`config.mk`:
```
export PLATFORM = sky130hd
export DESIGN_NAME = vector_fetcher
export DESIGN_NICKNAME = d
export VERILOG_FILES = /design/src/rtl/vf_pkg.sv /design/src/rtl/vf_control.sv /design/src/rtl/vf_datapath.sv /design/src/rtl/vector_fetcher.sv
export SDC_FILE = /design/constraint.sdc
export NUM_CORES = 1
export LEC_CHECK = 0
export BUFFER_PORTS_ARGS = -buffer_cell sky130_fd_sc_hd__buf_2
export CAP_MARGIN = 0
export CELL_PAD_IN_SITES_DETAIL_PLACEMENT = 0
export CELL_PAD_IN_SITES_GLOBAL_PLACEMENT = 2
export CORE_UTILIZATION = 30
export CTS_CLUSTER_SIZE = 30
export DETAILED_ROUTE_END_ITERATION = 10
export PLACE_DENSITY_LB_ADDON = 0.1
export SLEW_MARGIN = 20
export SYNTH_ARGS = -nofsm -noshare
export SYNTH_HDL_FRONTEND = slang
export SYNTH_SLANG_ARGS = --single-unit
```
`constraint.sdc`:
```
create_clock -name clk -period 3.4 [get_ports clk]
set_input_delay 0.68 -clock clk [delete_from_list [all_inputs] [get_ports clk]]
set_output_delay 0.68 -clock clk [all_outputs]
set_load 0.01 [all_outputs]
```
`src/rtl/vf_pkg.sv`:
```
package vf_pkg;

  typedef enum logic [1:0] {
    ST_IDLE   = 2'd0,
    ST_RST_SP = 2'd1,
    ST_RST_PC = 2'd2,
    ST_EXC    = 2'd3
  } fetchState_t;

  // strobes from control to datapath
  typedef struct packed {
    logic loadRstPc;  // load address of reset handler entry
    logic loadExc;    // load address of exception entry
    logic captureSp;  // capture read data as stack pointer
    logic capturePc;  // capture read data as handler address
  } dpStrobe_t;

endpackage

```
`src/rtl/vf_control.sv`:
```
module vf_control
  import vf_pkg::*;
(
  input  logic       clk,
  input  logic       rstN,
  input  logic       fetchReq,
  input  logic       memAck,
  output dpStrobe_t  strobe,
  output logic       memReq
);

  fetchState_t state, stateNext;

  always_ff @(posedge clk) begin
    if (!rstN) state <= ST_RST_SP;
    else       state <= stateNext;
  end

  always_comb begin
    stateNext = state;
    strobe    = '0;
    unique case (state)
      ST_IDLE: begin
        if (fetchReq) begin
          strobe.loadExc = 1'b1;
          stateNext      = ST_EXC;
        end
      end
      ST_RST_SP: begin
        if (memAck) begin
          strobe.captureSp = 1'b1;
          strobe.loadRstPc = 1'b1;
          stateNext        = ST_RST_PC;
        end
      end
      ST_RST_PC, ST_EXC: begin
        if (memAck) begin
          strobe.capturePc = 1'b1;
          stateNext        = ST_IDLE;
        end
      end
      default: stateNext = ST_IDLE;
    endcase
  end

  assign memReq = (state != ST_IDLE);

endmodule

```
`src/rtl/vf_datapath.sv`:
```
module vf_datapath
  import vf_pkg::*;
#(
  parameter int ADDR_W    = 32,
  parameter int VEC_NUM_W = 5
) (
  input  logic                 clk,
  input  logic                 rstN,
  input  dpStrobe_t            strobe,
  input  logic                 baseWrEn,
  input  logic [ADDR_W-1:0]    baseWrData,
  input  logic [VEC_NUM_W-1:0] excNum,
  input  logic [ADDR_W-1:0]    memData,
  output logic [ADDR_W-1:0]    memAddr,
  output logic                 spValid,
  output logic [ADDR_W-1:0]    spValue,
  output logic                 pcValid,
  output logic [ADDR_W-1:0]    pcValue,
  output logic                 stateFault
);

  // table spans 2**VEC_NUM_W words, so the base aligns to that many bytes * 4
  localparam int ALIGN_LSB = VEC_NUM_W + 2;
  localparam logic [ADDR_W-1:0] ALIGN_MASK = (ADDR_W'(1) << ALIGN_LSB) - ADDR_W'(1);
  localparam logic [ADDR_W-1:0] WORD_MASK  = ADDR_W'(3);
  localparam logic [ADDR_W-1:0] LSB_MASK   = ADDR_W'(1);

  logic [ADDR_W-1:0] baseReg;
  logic [ADDR_W-1:0] excOffset;

  assign excOffset = {{(ADDR_W-ALIGN_LSB){1'b0}}, excNum, 2'b00};

  always_ff @(posedge clk) begin
    if (!rstN) baseReg <= '0;
    else if (baseWrEn) baseReg <= baseWrData & ~ALIGN_MASK;
  end

  always_ff @(posedge clk) begin
    if (!rstN) memAddr <= '0;
    else if (strobe.loadRstPc) memAddr <= baseReg + ADDR_W'(4);
    else if (strobe.loadExc)   memAddr <= baseReg + excOffset;
  end

  always_ff @(posedge clk) begin
    if (!rstN) begin
      spValid    <= 1'b0;
      spValue    <= '0;
      pcValid    <= 1'b0;
      pcValue    <= '0;
      stateFault <= 1'b0;
    end else begin
      spValid    <= strobe.captureSp;
      pcValid    <= strobe.capturePc & memData[0];
      stateFault <= strobe.capturePc & ~memData[0];
      if (strobe.captureSp) spValue <= memData & ~WORD_MASK;
      if (strobe.capturePc) pcValue <= memData & ~LSB_MASK;
    end
  end

endmodule

```
`src/rtl/vector_fetcher.sv`:
```
module vector_fetcher
  import vf_pkg::*;
#(
  parameter int ADDR_W    = 32,
  parameter int VEC_NUM_W = 5
) (
  input  logic                 clk,
  input  logic                 rstN,
  input  logic                 baseWrEn,
  input  logic [ADDR_W-1:0]    baseWrData,
  input  logic                 fetchReq,
  input  logic [VEC_NUM_W-1:0] excNum,
  output logic                 busy,
  output logic                 memReq,
  output logic [ADDR_W-1:0]    memAddr,
  input  logic                 memAck,
  input  logic [ADDR_W-1:0]    memData,
  output logic                 spValid,
  output logic [ADDR_W-1:0]    spValue,
  output logic                 pcValid,
  output logic [ADDR_W-1:0]    pcValue,
  output logic                 stateFault
);

  dpStrobe_t strobe;

  vf_control i_control (
    .clk      (clk),
    .rstN     (rstN),
    .fetchReq (fetchReq),
    .memAck   (memAck),
    .strobe   (strobe),
    .memReq   (memReq)
  );

  vf_datapath #(
    .ADDR_W    (ADDR_W),
    .VEC_NUM_W (VEC_NUM_W)
  ) i_datapath (
    .clk        (clk),
    .rstN       (rstN),
    .strobe     (strobe),
    .baseWrEn   (baseWrEn),
    .baseWrData (baseWrData),
    .excNum     (excNum),
    .memData    (memData),
    .memAddr    (memAddr),
    .spValid    (spValid),
    .spValue    (spValue),
    .pcValid    (pcValid),
    .pcValue    (pcValue),
    .stateFault (stateFault)
  );

  assign busy = memReq;

endmodule

```
==> impl_metrics.env, run 1 <==
export IMPL_outcome="finished, final reports clean"
export IMPL_cts_tree="yes"
export IMPL_final_common_cell="buf_2"
export IMPL_worstHoldStart="i_datapath.pcValue[1]"
export IMPL_rsz0062_at_grt="false"
export IMPL_core_region_area_um2=13900
export IMPL_path_clk_slew_ns=0.05
export IMPL_reg2regPathDepth=4
export IMPL_synth_warnings=0
export IMPL_dieArea_um2=14800
export IMPL_hold_depth=2
export IMPL_hold_buffers=0
export IMPL_post_place_ws_ns=1.28
export IMPL_start_kind="flop"
export IMPL_relSlewSlack_pct=46.9
export IMPL_rrSetupSlack_ns=1.92
export IMPL_grt_pass1_vias=3252
export IMPL_critPathMaxFanout=11
export IMPL_postCtsSetupRepairBufs=0
export IMPL_cts_inserted_buffers=17
export IMPL_yosys_area_top_type="dfxtp_1"
export IMPL_antenna_found_initial=0
export IMPL_cts_sinks=121
export IMPL_final_nets=667
export IMPL_met3_length_um=779
export IMPL_period_share_pct=59.5
export IMPL_die_height_um=122
export IMPL_crit_buf_inv=1
export IMPL_drv_slew=0
export IMPL_wire_per_inst_um=13.9
export IMPL_post_drt_via_cell_ratio=4.45
export IMPL_start_util_pct=30.9
export IMPL_skew_ns=0.00798
export IMPL_ys_ff_latch=121
export IMPL_crit_family="flip-flops"
export IMPL_drt_iter0_drc=116
export IMPL_fmax_mhz=494
export IMPL_route_detailed_drc=0
export IMPL_power_density_nw_per_um2=656
export IMPL_min_to="i_datapath.pcValue[1]"
export IMPL_postLayoutSetupSlackWorst_ns=1.38
export IMPL_syn_area_per_cell_um2=9.78
export IMPL_grt_max_degree=56
export IMPL_p_leak_uw=0.00275
export IMPL_max_cap_violations=0
export IMPL_post_route_min_period_ns=2.02
export IMPL_arrival_ns=1.34
export IMPL_routed_wl_met2_um=5400
export IMPL_r2r_start="i_control.state[0]"
export IMPL_finalWeightedCongestion=0.716
export IMPL_die_w_um=122
export IMPL_routed_wl_um=11000
export IMPL_ys_types=27
export IMPL_port_buffers=162
export IMPL_antenna_cells=0
export IMPL_worst_pin_slew_ns=0.797
export IMPL_most_common_layout_cells="162 x buf_2, 121 x dfxtp_1, 113 x nand2_1"
export IMPL_drive_gt1_share_pct=34.2
export IMPL_cp_end_kind="output pin"
export IMPL_areaGrowthSynthToFinish_pct=36.1
export IMPL_peakVddDrop_uv=360
export IMPL_dpl_hpwl_um=7060
export IMPL_crit_chain="or2_2, buf_2"
export IMPL_clockBufferDepth=2
export IMPL_ctsHtreeMaxLevel=4
export IMPL_reg2reg_to="i_datapath.memAddr[9]"
export IMPL_first_pass_iters=4
export IMPL_num_vias=3501
export IMPL_grt_pass1_wl_um=16600
export IMPL_synthTopCellsByArea="dfxtp_1 57%, mux2i_1 13%, nand2_1 9.9%, a22o_1 6.1%, a21oi_1 3.9%"
export IMPL_cts_resized=0
export IMPL_antenna_left=0
export IMPL_synth_top_cell_area_share_pct=56.5
export IMPL_track_usage_pct=15.1
export IMPL_drt_met1_wl_um=4690
export IMPL_hold_path_class="flop to flop"
export IMPL_report_final_hold_viol_count=0
export IMPL_critical_path_slowest_cell="dfxtp_1"
export IMPL_seq_area_frac_synth_pct=56.5
export IMPL_ioPinCount=175
export IMPL_dr_max_layer_used="met4"
export IMPL_fin_setup_tns_ns=0
export IMPL_clk_latency_ns=0.41
export IMPL_cpPeakStageDelay_ns=0.43
export IMPL_synthesis_area_um2=4280
export IMPL_gr_total_overflow=0
export IMPL_crit_type="flop to output pin"
export IMPL_cts_root_buf="clkbuf_16"
export IMPL_synthCells=438
export IMPL_rows=43
export IMPL_setup_viol_count_final=0
export IMPL_required_ns=2.72
-- how the worst max path moves through the flow --
| stage | slack, ns | endpoint | cells after the start | start |
|---|---|---|---|---|
| finish | 1.38 | memReq | 2 | i_control.state[1] |
| global route | 1.29 | memReq | 2 | i_control.state[1] |
| CTS | 1.32 | memReq | 2 | i_control.state[1] |
| detailed placement | 1.28 | i_datapath.spValue[8] | 5 | rstN |
| global placement | 1.30 | i_datapath.spValue[5] | 5 | rstN |
| floorplan | 1.80 | memReq | 3 | i_control.state[1] |
-- cell usage after synthesis, drive strengths merged --
master and instances:
or2 1, nand2b 1, nor3 2, nor2 31
a22o 30, conb 1, dfxtp 121, o21a 2
nor2b 1, o21ai 1, and3 1, o221a 1
a211o 1, nor3b 1, inv 2, buf 28
nand2 114, and2 1, clkbuf 10, a21oi 34
mux2i 54
-- power by group --
part	internal (µW)	total (µW)	leakage [µW]	switching (µW)
Clock	1340	1950	0.000323	610
Combinational	148	341	0.00144	193
Sequential	1500	1540	0.000988	40.4
-- per-stage QoR --
step	utilization, %	power [µW]	hold slack, ns	instances	area [µm²]
3_5_place_dp	37.3	1920	0.444	754	5180
5_1_grt	42.0	3990	0.447	786	5830
4_1_cts	42.0	3890	0.431	786	5830
3_3_place_gp	37.3	1910	0.439	754	5180
6_report	42.0	3830	0.449	786	5830
2_1_floorplan	-	1780	0.437	442	4300
-- cell families after synthesis --
logic type / synth area share [%]
other: 0.0875
flip-flops: 56.5
AND/OR/NAND/NOR: 14.1
multiplexers: 12.6
buffers and inverters: 5.49
AO/OA/AOI/OAI: 11.1
-- state kept, by name, indices dropped and copies added, names as in the netlist --
signal                 flops
i_datapath.pcValue        31
i_datapath.memAddr        30
i_datapath.spValue        30
i_datapath.baseReg        25
i_control.state            2
i_datapath.pcValid         1
i_datapath.spValid         1
i_datapath.stateFault      1
-- layer usage --
layer	vias to the layer above	global-route usage (%)
li1	1762	-
met1	1631	17.2
met2	101	25.1
met3	7	6.16
met4	0	5.56
met5	-	0
-- worst min-delay path, delay by kind of cell (launching register included) --
family | cells | cell delay (ns)
AOI/OAI and AO/OA | 1 | 0.05
DFF | 1 | 0.30
and+or+nand+nor | 1 | 0.05
-- final cells by class --
class / instances / area [µm²]
Inverter: 2 / 7.51
Fill cell: 1423 / 8050
Sequential cell: 121 / 2420
Timing Repair Buffer: 170 / 871
Tap cell: 180 / 225
Clock inverter: 7 / 135
Multi-Input combinational cell: 281 / 1660
Clock buffer: 25 / 515
Note: power is estimated with default switching activity, not from simulation.
==> run 2: changes to the inputs <==
Settings changed: CORE_UTILIZATION 30 to 25.
Clock period 3.4 ns to 1.7 ns, I/O delays scaled along.
==> run 2 against run 1 <==
  * Clock power grew 95%
  * Sequential cell count is the same
  * Clock-buffer cell count shrank 6
  * Core utilization shrank 6.3 points
  * Via count shrank 0.97%
  * Largest power group unchanged
==> impl_metrics.env, run 2 (synthesis gave the netlist of run 1 again) <==
export IMPL_hold_path_class="input port to flop"
export IMPL_clk_latency_ns=0.41
export IMPL_ctsHtreeMaxLevel=4
export IMPL_cts_resized=1
export IMPL_peakVddDrop_uv=712
export IMPL_gr_total_overflow=0
export IMPL_crit_family="flip-flops"
export IMPL_worst_pin_slew_ns=0.518
export IMPL_met3_usage_pct=4.60
export IMPL_arrival_ns=1.27
export IMPL_antenna_left=0
export IMPL_fin_setup_tns_ns=0
export IMPL_post_place_ws_ns=0.237
export IMPL_start_kind="flop"
export IMPL_cts_root_buf="clkbuf_16"
export IMPL_cts_inserted_buffers=17
export IMPL_routed_wl_um=11500
export IMPL_grt_pass1_wl_um=18400
export IMPL_finalPower_uw=7600
export IMPL_final_nets=669
export IMPL_final_common_cell="buf_2"
export IMPL_drive_gt1_share_pct=34.8
export IMPL_fmax_mhz=620
export IMPL_crit_chain="or2_2, buf_2"
export IMPL_max_cap_violations=0
export IMPL_cts_tree="yes"
export IMPL_largest_register_ffs=31
export IMPL_most_common_layout_cells="162 x buf_2, 120 x dfxtp_1, 113 x nand2_1"
export IMPL_hold_buffers=0
export IMPL_drv_slew=0
export IMPL_required_ns=1.36
export IMPL_crit_type="flop to output pin"
export IMPL_finalWeightedCongestion=0.687
export IMPL_outcome="finished, final reports clean"
export IMPL_p_leak_uw=0.00276
export IMPL_port_buffers=162
export IMPL_die_height_um=133
export IMPL_antenna_cells=0
export IMPL_num_vias=3467
export IMPL_met1_usage_pct=15.5
export IMPL_report_final_hold_viol_count=0
export IMPL_drt_iter0_drc=99
export IMPL_cpPeakStageDelay_ns=0.39
export IMPL_relSlewSlack_pct=65.1
export IMPL_grt_util_met2_pct=22.9
export IMPL_post_drt_via_cell_ratio=4.19
export IMPL_dieArea_um2=17700
export IMPL_first_pass_iters=4
export IMPL_regMostFlops="i_datapath.pcValue"
export IMPL_cts_sinks=121
export IMPL_core_region_area_um2=16600
export IMPL_track_usage_pct=13.6
export IMPL_largestRegisters="i_datapath.pcValue x31, i_datapath.memAddr x30, i_datapath.spValue x30"
export IMPL_finish_utilization_pct=35.7
export IMPL_rsz0062_at_grt="false"
export IMPL_critPathMaxFanout=11
export IMPL_antenna_found_initial=0
export IMPL_ioPinCount=175
export IMPL_post_route_min_period_ns=1.61
export IMPL_grt_pass1_vias=3378
export IMPL_crit_buf_inv=1
export IMPL_cp_end_kind="output pin"
export IMPL_route_detailed_drc=0
export IMPL_rows=47
export IMPL_power_density_nw_per_um2=1280
export IMPL_start_util_pct=25.7
export IMPL_place_area_um2=5310
export IMPL_areaGrowthSynthToFinish_pct=38.6
export IMPL_clockBufferDepth=2
export IMPL_postCtsSetupRepairBufs=0
export IMPL_top_usage_layer="met2"
export IMPL_period_share_pct=94.9
export IMPL_critical_path_slowest_cell="dfxtp_2"
export IMPL_fillers=1730
export IMPL_setup_viol_count_final=0
export IMPL_design_area_um2=5940
export IMPL_die_w_um=133
export IMPL_wire_per_inst_um=14.0
export IMPL_skew_ns=0.00687
export IMPL_grt_max_degree=39
export IMPL_path_clk_slew_ns=0.05
export IMPL_dpl_hpwl_um=7600
export IMPL_postLayoutSetupSlackWorst_ns=0.0869
-- run 2: changes by cell type in the layout (fill, tap and decap cells not counted), sizes merged --
cell,change
buf,+2
clkinvlp,+2
inv,+1
clkbuf,-6
clkinv,+2
-- run 2: report_power, final --
part	internal (µW)	leakage [µW]	switching, µW
Clock	2520	0.000305	1300
Sequential	2990	0.000989	79.2
Combinational	320	0.00147	396
-- run 2: final cells by class --
cell class	count	area, µm²	share of cell area (%)
flip-flops and latches	121	2420	40.8
multi-input cells	281	1660	27.9
repair buffers	172	948	16.0
clock buffers	19	453	7.63
well taps	220	275	4.64
clock inverters	12	173	2.91
inverters	2	7.51	0.126
-- run 2: routing by layer --
metal	share of wire, %	wire [µm]
met3	5.9	676
met2	49	5680
met5	0	0
met1	43	4990
met4	1.7	193
-- run 2: final timing paths --
kind	from	end	slack, ns	cells past startpoint
min	memData[0]	i_datapath.stateFault	0.11	2
min reg2reg	i_datapath.pcValue[5]	i_datapath.pcValue[5]	0.45	2
max	i_control.state[1]	memReq	0.09	2
max reg2reg	i_control.state[0]	i_datapath.spValue[4]	0.23	4
-- run 2: per-stage QoR --
stage | hold slack, ns | cells
2_1_floorplan | 0.419 | 442
3_3_place_gp | 0.438 | 796
3_5_place_dp | 0.445 | 796
4_1_cts | 0.0827 | 827
5_1_grt | 0.0930 | 827
6_report | 0.107 | 827
==> run 3: changes to the inputs <==
==> constraint.sdc (replaced) <==
create_clock -name clk -period 1.7 [get_ports clk]
set_input_delay 0.34 -clock clk [delete_from_list [all_inputs] [get_ports clk]]
set_output_delay 0.34 -clock clk [all_outputs]
set_load 0.05 [all_outputs]
==> run 3 against run 2 <==
  * Combinational power increased by 52%
  * Largest cell class unchanged
  * Clock skew shrank 0.0013 ns
  * Critical path depth unchanged
  * Critical path type unchanged
==> impl_metrics.env, run 3 (synthesis gave the netlist of run 1 again) <==
export IMPL_report_final_hold_viol_count=0
export IMPL_cts_sinks=121
export IMPL_finish_utilization_pct=35.9
export IMPL_rsz0062_at_grt="false"
export IMPL_fin_setup_tns_ns=0
export IMPL_clkPwrFrac_pct=48.4
export IMPL_switching_share_pct=26.5
export IMPL_final_nets=670
export IMPL_num_vias=3490
export IMPL_path_clk_slew_ns=0.06
export IMPL_post_route_min_period_ns=1.64
export IMPL_gr_total_overflow=0
export IMPL_cts_inserted_buffers=17
export IMPL_fillers=1735
export IMPL_clk_latency_ns=0.41
export IMPL_start_kind="flop"
export IMPL_finalPower_uw=8060
export IMPL_worst_pin_slew_ns=0.498
export IMPL_ctsHtreeMaxLevel=4
export IMPL_routed_wl_um=11600
export IMPL_dieArea_um2=17700
export IMPL_critical_path_slowest_cell="dfxtp_4"
export IMPL_ioPinCount=175
export IMPL_outcome="finished, final reports clean"
export IMPL_largestRegisters="i_datapath.pcValue x31, i_datapath.memAddr x30, i_datapath.spValue x30"
export IMPL_arrival_ns=1.30
export IMPL_critPathMaxFanout=8
export IMPL_finalWeightedCongestion=0.684
export IMPL_period_share_pct=96.2
export IMPL_crit_type="flop to output pin"
export IMPL_cts_tree="yes"
export IMPL_grt_max_degree=39
export IMPL_route_detailed_drc=0
export IMPL_crit_family="flip-flops"
export IMPL_peakVddDrop_uv=648
export IMPL_first_pass_iters=4
export IMPL_final_common_cell="buf_2"
export IMPL_die_w_um=133
export IMPL_drive_gt1_share_pct=35.1
export IMPL_hold_buffers=0
export IMPL_post_place_ws_ns=0.251
export IMPL_grt_pass1_wl_um=18200
export IMPL_post_drt_via_cell_ratio=4.21
export IMPL_areaGrowthSynthToFinish_pct=39.4
export IMPL_setup_viol_count_final=0
export IMPL_start_util_pct=25.7
export IMPL_drt_iter0_drc=115
export IMPL_dpl_hpwl_um=7640
export IMPL_power_density_nw_per_um2=1350
export IMPL_rows=47
export IMPL_skew_ns=0.00560
export IMPL_whs_ns=0.105
export IMPL_drv_slew=0
export IMPL_max_cap_violations=0
export IMPL_crit_buf_inv=1
export IMPL_antenna_cells=0
export IMPL_die_height_um=133
export IMPL_p_seq_share_pct=38.1
export IMPL_wire_per_inst_um=14.0
export IMPL_cts_root_buf="clkbuf_16"
export IMPL_crit_chain="or2_2, buf_4"
export IMPL_hold_path_class="input port to flop"
export IMPL_grt_pass1_vias=3417
export IMPL_internal_power_uw=5920
export IMPL_regMostFlops="i_datapath.pcValue"
export IMPL_power_switching_uw=2130
export IMPL_antenna_left=0
export IMPL_relSlewSlack_pct=66.6
export IMPL_required_ns=1.36
export IMPL_most_common_layout_cells="160 x buf_2, 119 x dfxtp_1, 113 x nand2_1"
export IMPL_cp_end_kind="output pin"
export IMPL_port_buffers=162
export IMPL_postLayoutSetupSlackWorst_ns=0.0646
export IMPL_antenna_found_initial=0
export IMPL_cpPeakStageDelay_ns=0.37
export IMPL_p_leak_uw=0.00278
export IMPL_fmax_mhz=611
export IMPL_largest_register_ffs=31
export IMPL_track_usage_pct=13.5
export IMPL_clockBufferDepth=2
export IMPL_pwr_share_comb_pct=13.5
export IMPL_core_region_area_um2=16600
[run 3: repair_timing]
action | 4_1_cts | 5_1_grt
buffers inserted | 0 | 0
endpoints found under the setup margin | 2 | 2
resized for setup | 1 | 6
[run 3: per-layer routing]
metal	global-route usage, %	share of wire (%)
met5	0	0
met4	5.04	1.1
met3	5.33	6.9
met2	22.7	50
met1	15.3	43
[run 3: through the flow]
step	cell area, µm²	std cells
2_1_floorplan	4300	442
3_3_place_gp	5320	797
3_5_place_dp	5320	797
4_1_cts	5960	829
5_1_grt	5970	829
6_report	5970	829
[run 3: power by group through the flow]
| stage | Sequential (µW) | Combinational (µW) | Clock (µW) |
|---|---|---|---|
| 6_report | 3070 | 1090 | 3900 |
| 5_1_grt | 3090 | 1160 | 4170 |
| 4_1_cts | 3070 | 1100 | 4020 |
| 3_5_place_dp | 3130 | 1100 | 0 |
| 3_3_place_gp | 3120 | 1100 | 0 |
| 2_1_floorplan | 3500 | 423 | 0 |
[run 3: worst paths after layout]
| kind | from | end | slack [ns] | cells after the start |
|---|---|---|---|---|
| max | i_control.state[1] | memReq | 0.06 | 2 |
| min | memData[0] | i_datapath.stateFault | 0.10 | 2 |
| max reg2reg | i_control.state[0] | i_datapath.spValue[15] | 0.35 | 4 |
| min reg2reg | i_datapath.pcValue[5] | i_datapath.pcValue[5] | 0.45 | 2 |
[run 3: layout make-up]
class	instances	area, µm²	share of cell area, %
clock inverters	11	166	2.79
clock buffers	21	480	8.04
well taps	220	275	4.61
multi-input cells	281	1660	27.7
repair buffers	173	961	16.1
inverters	2	7.51	0.126
flip-flops and latches	121	2430	40.6
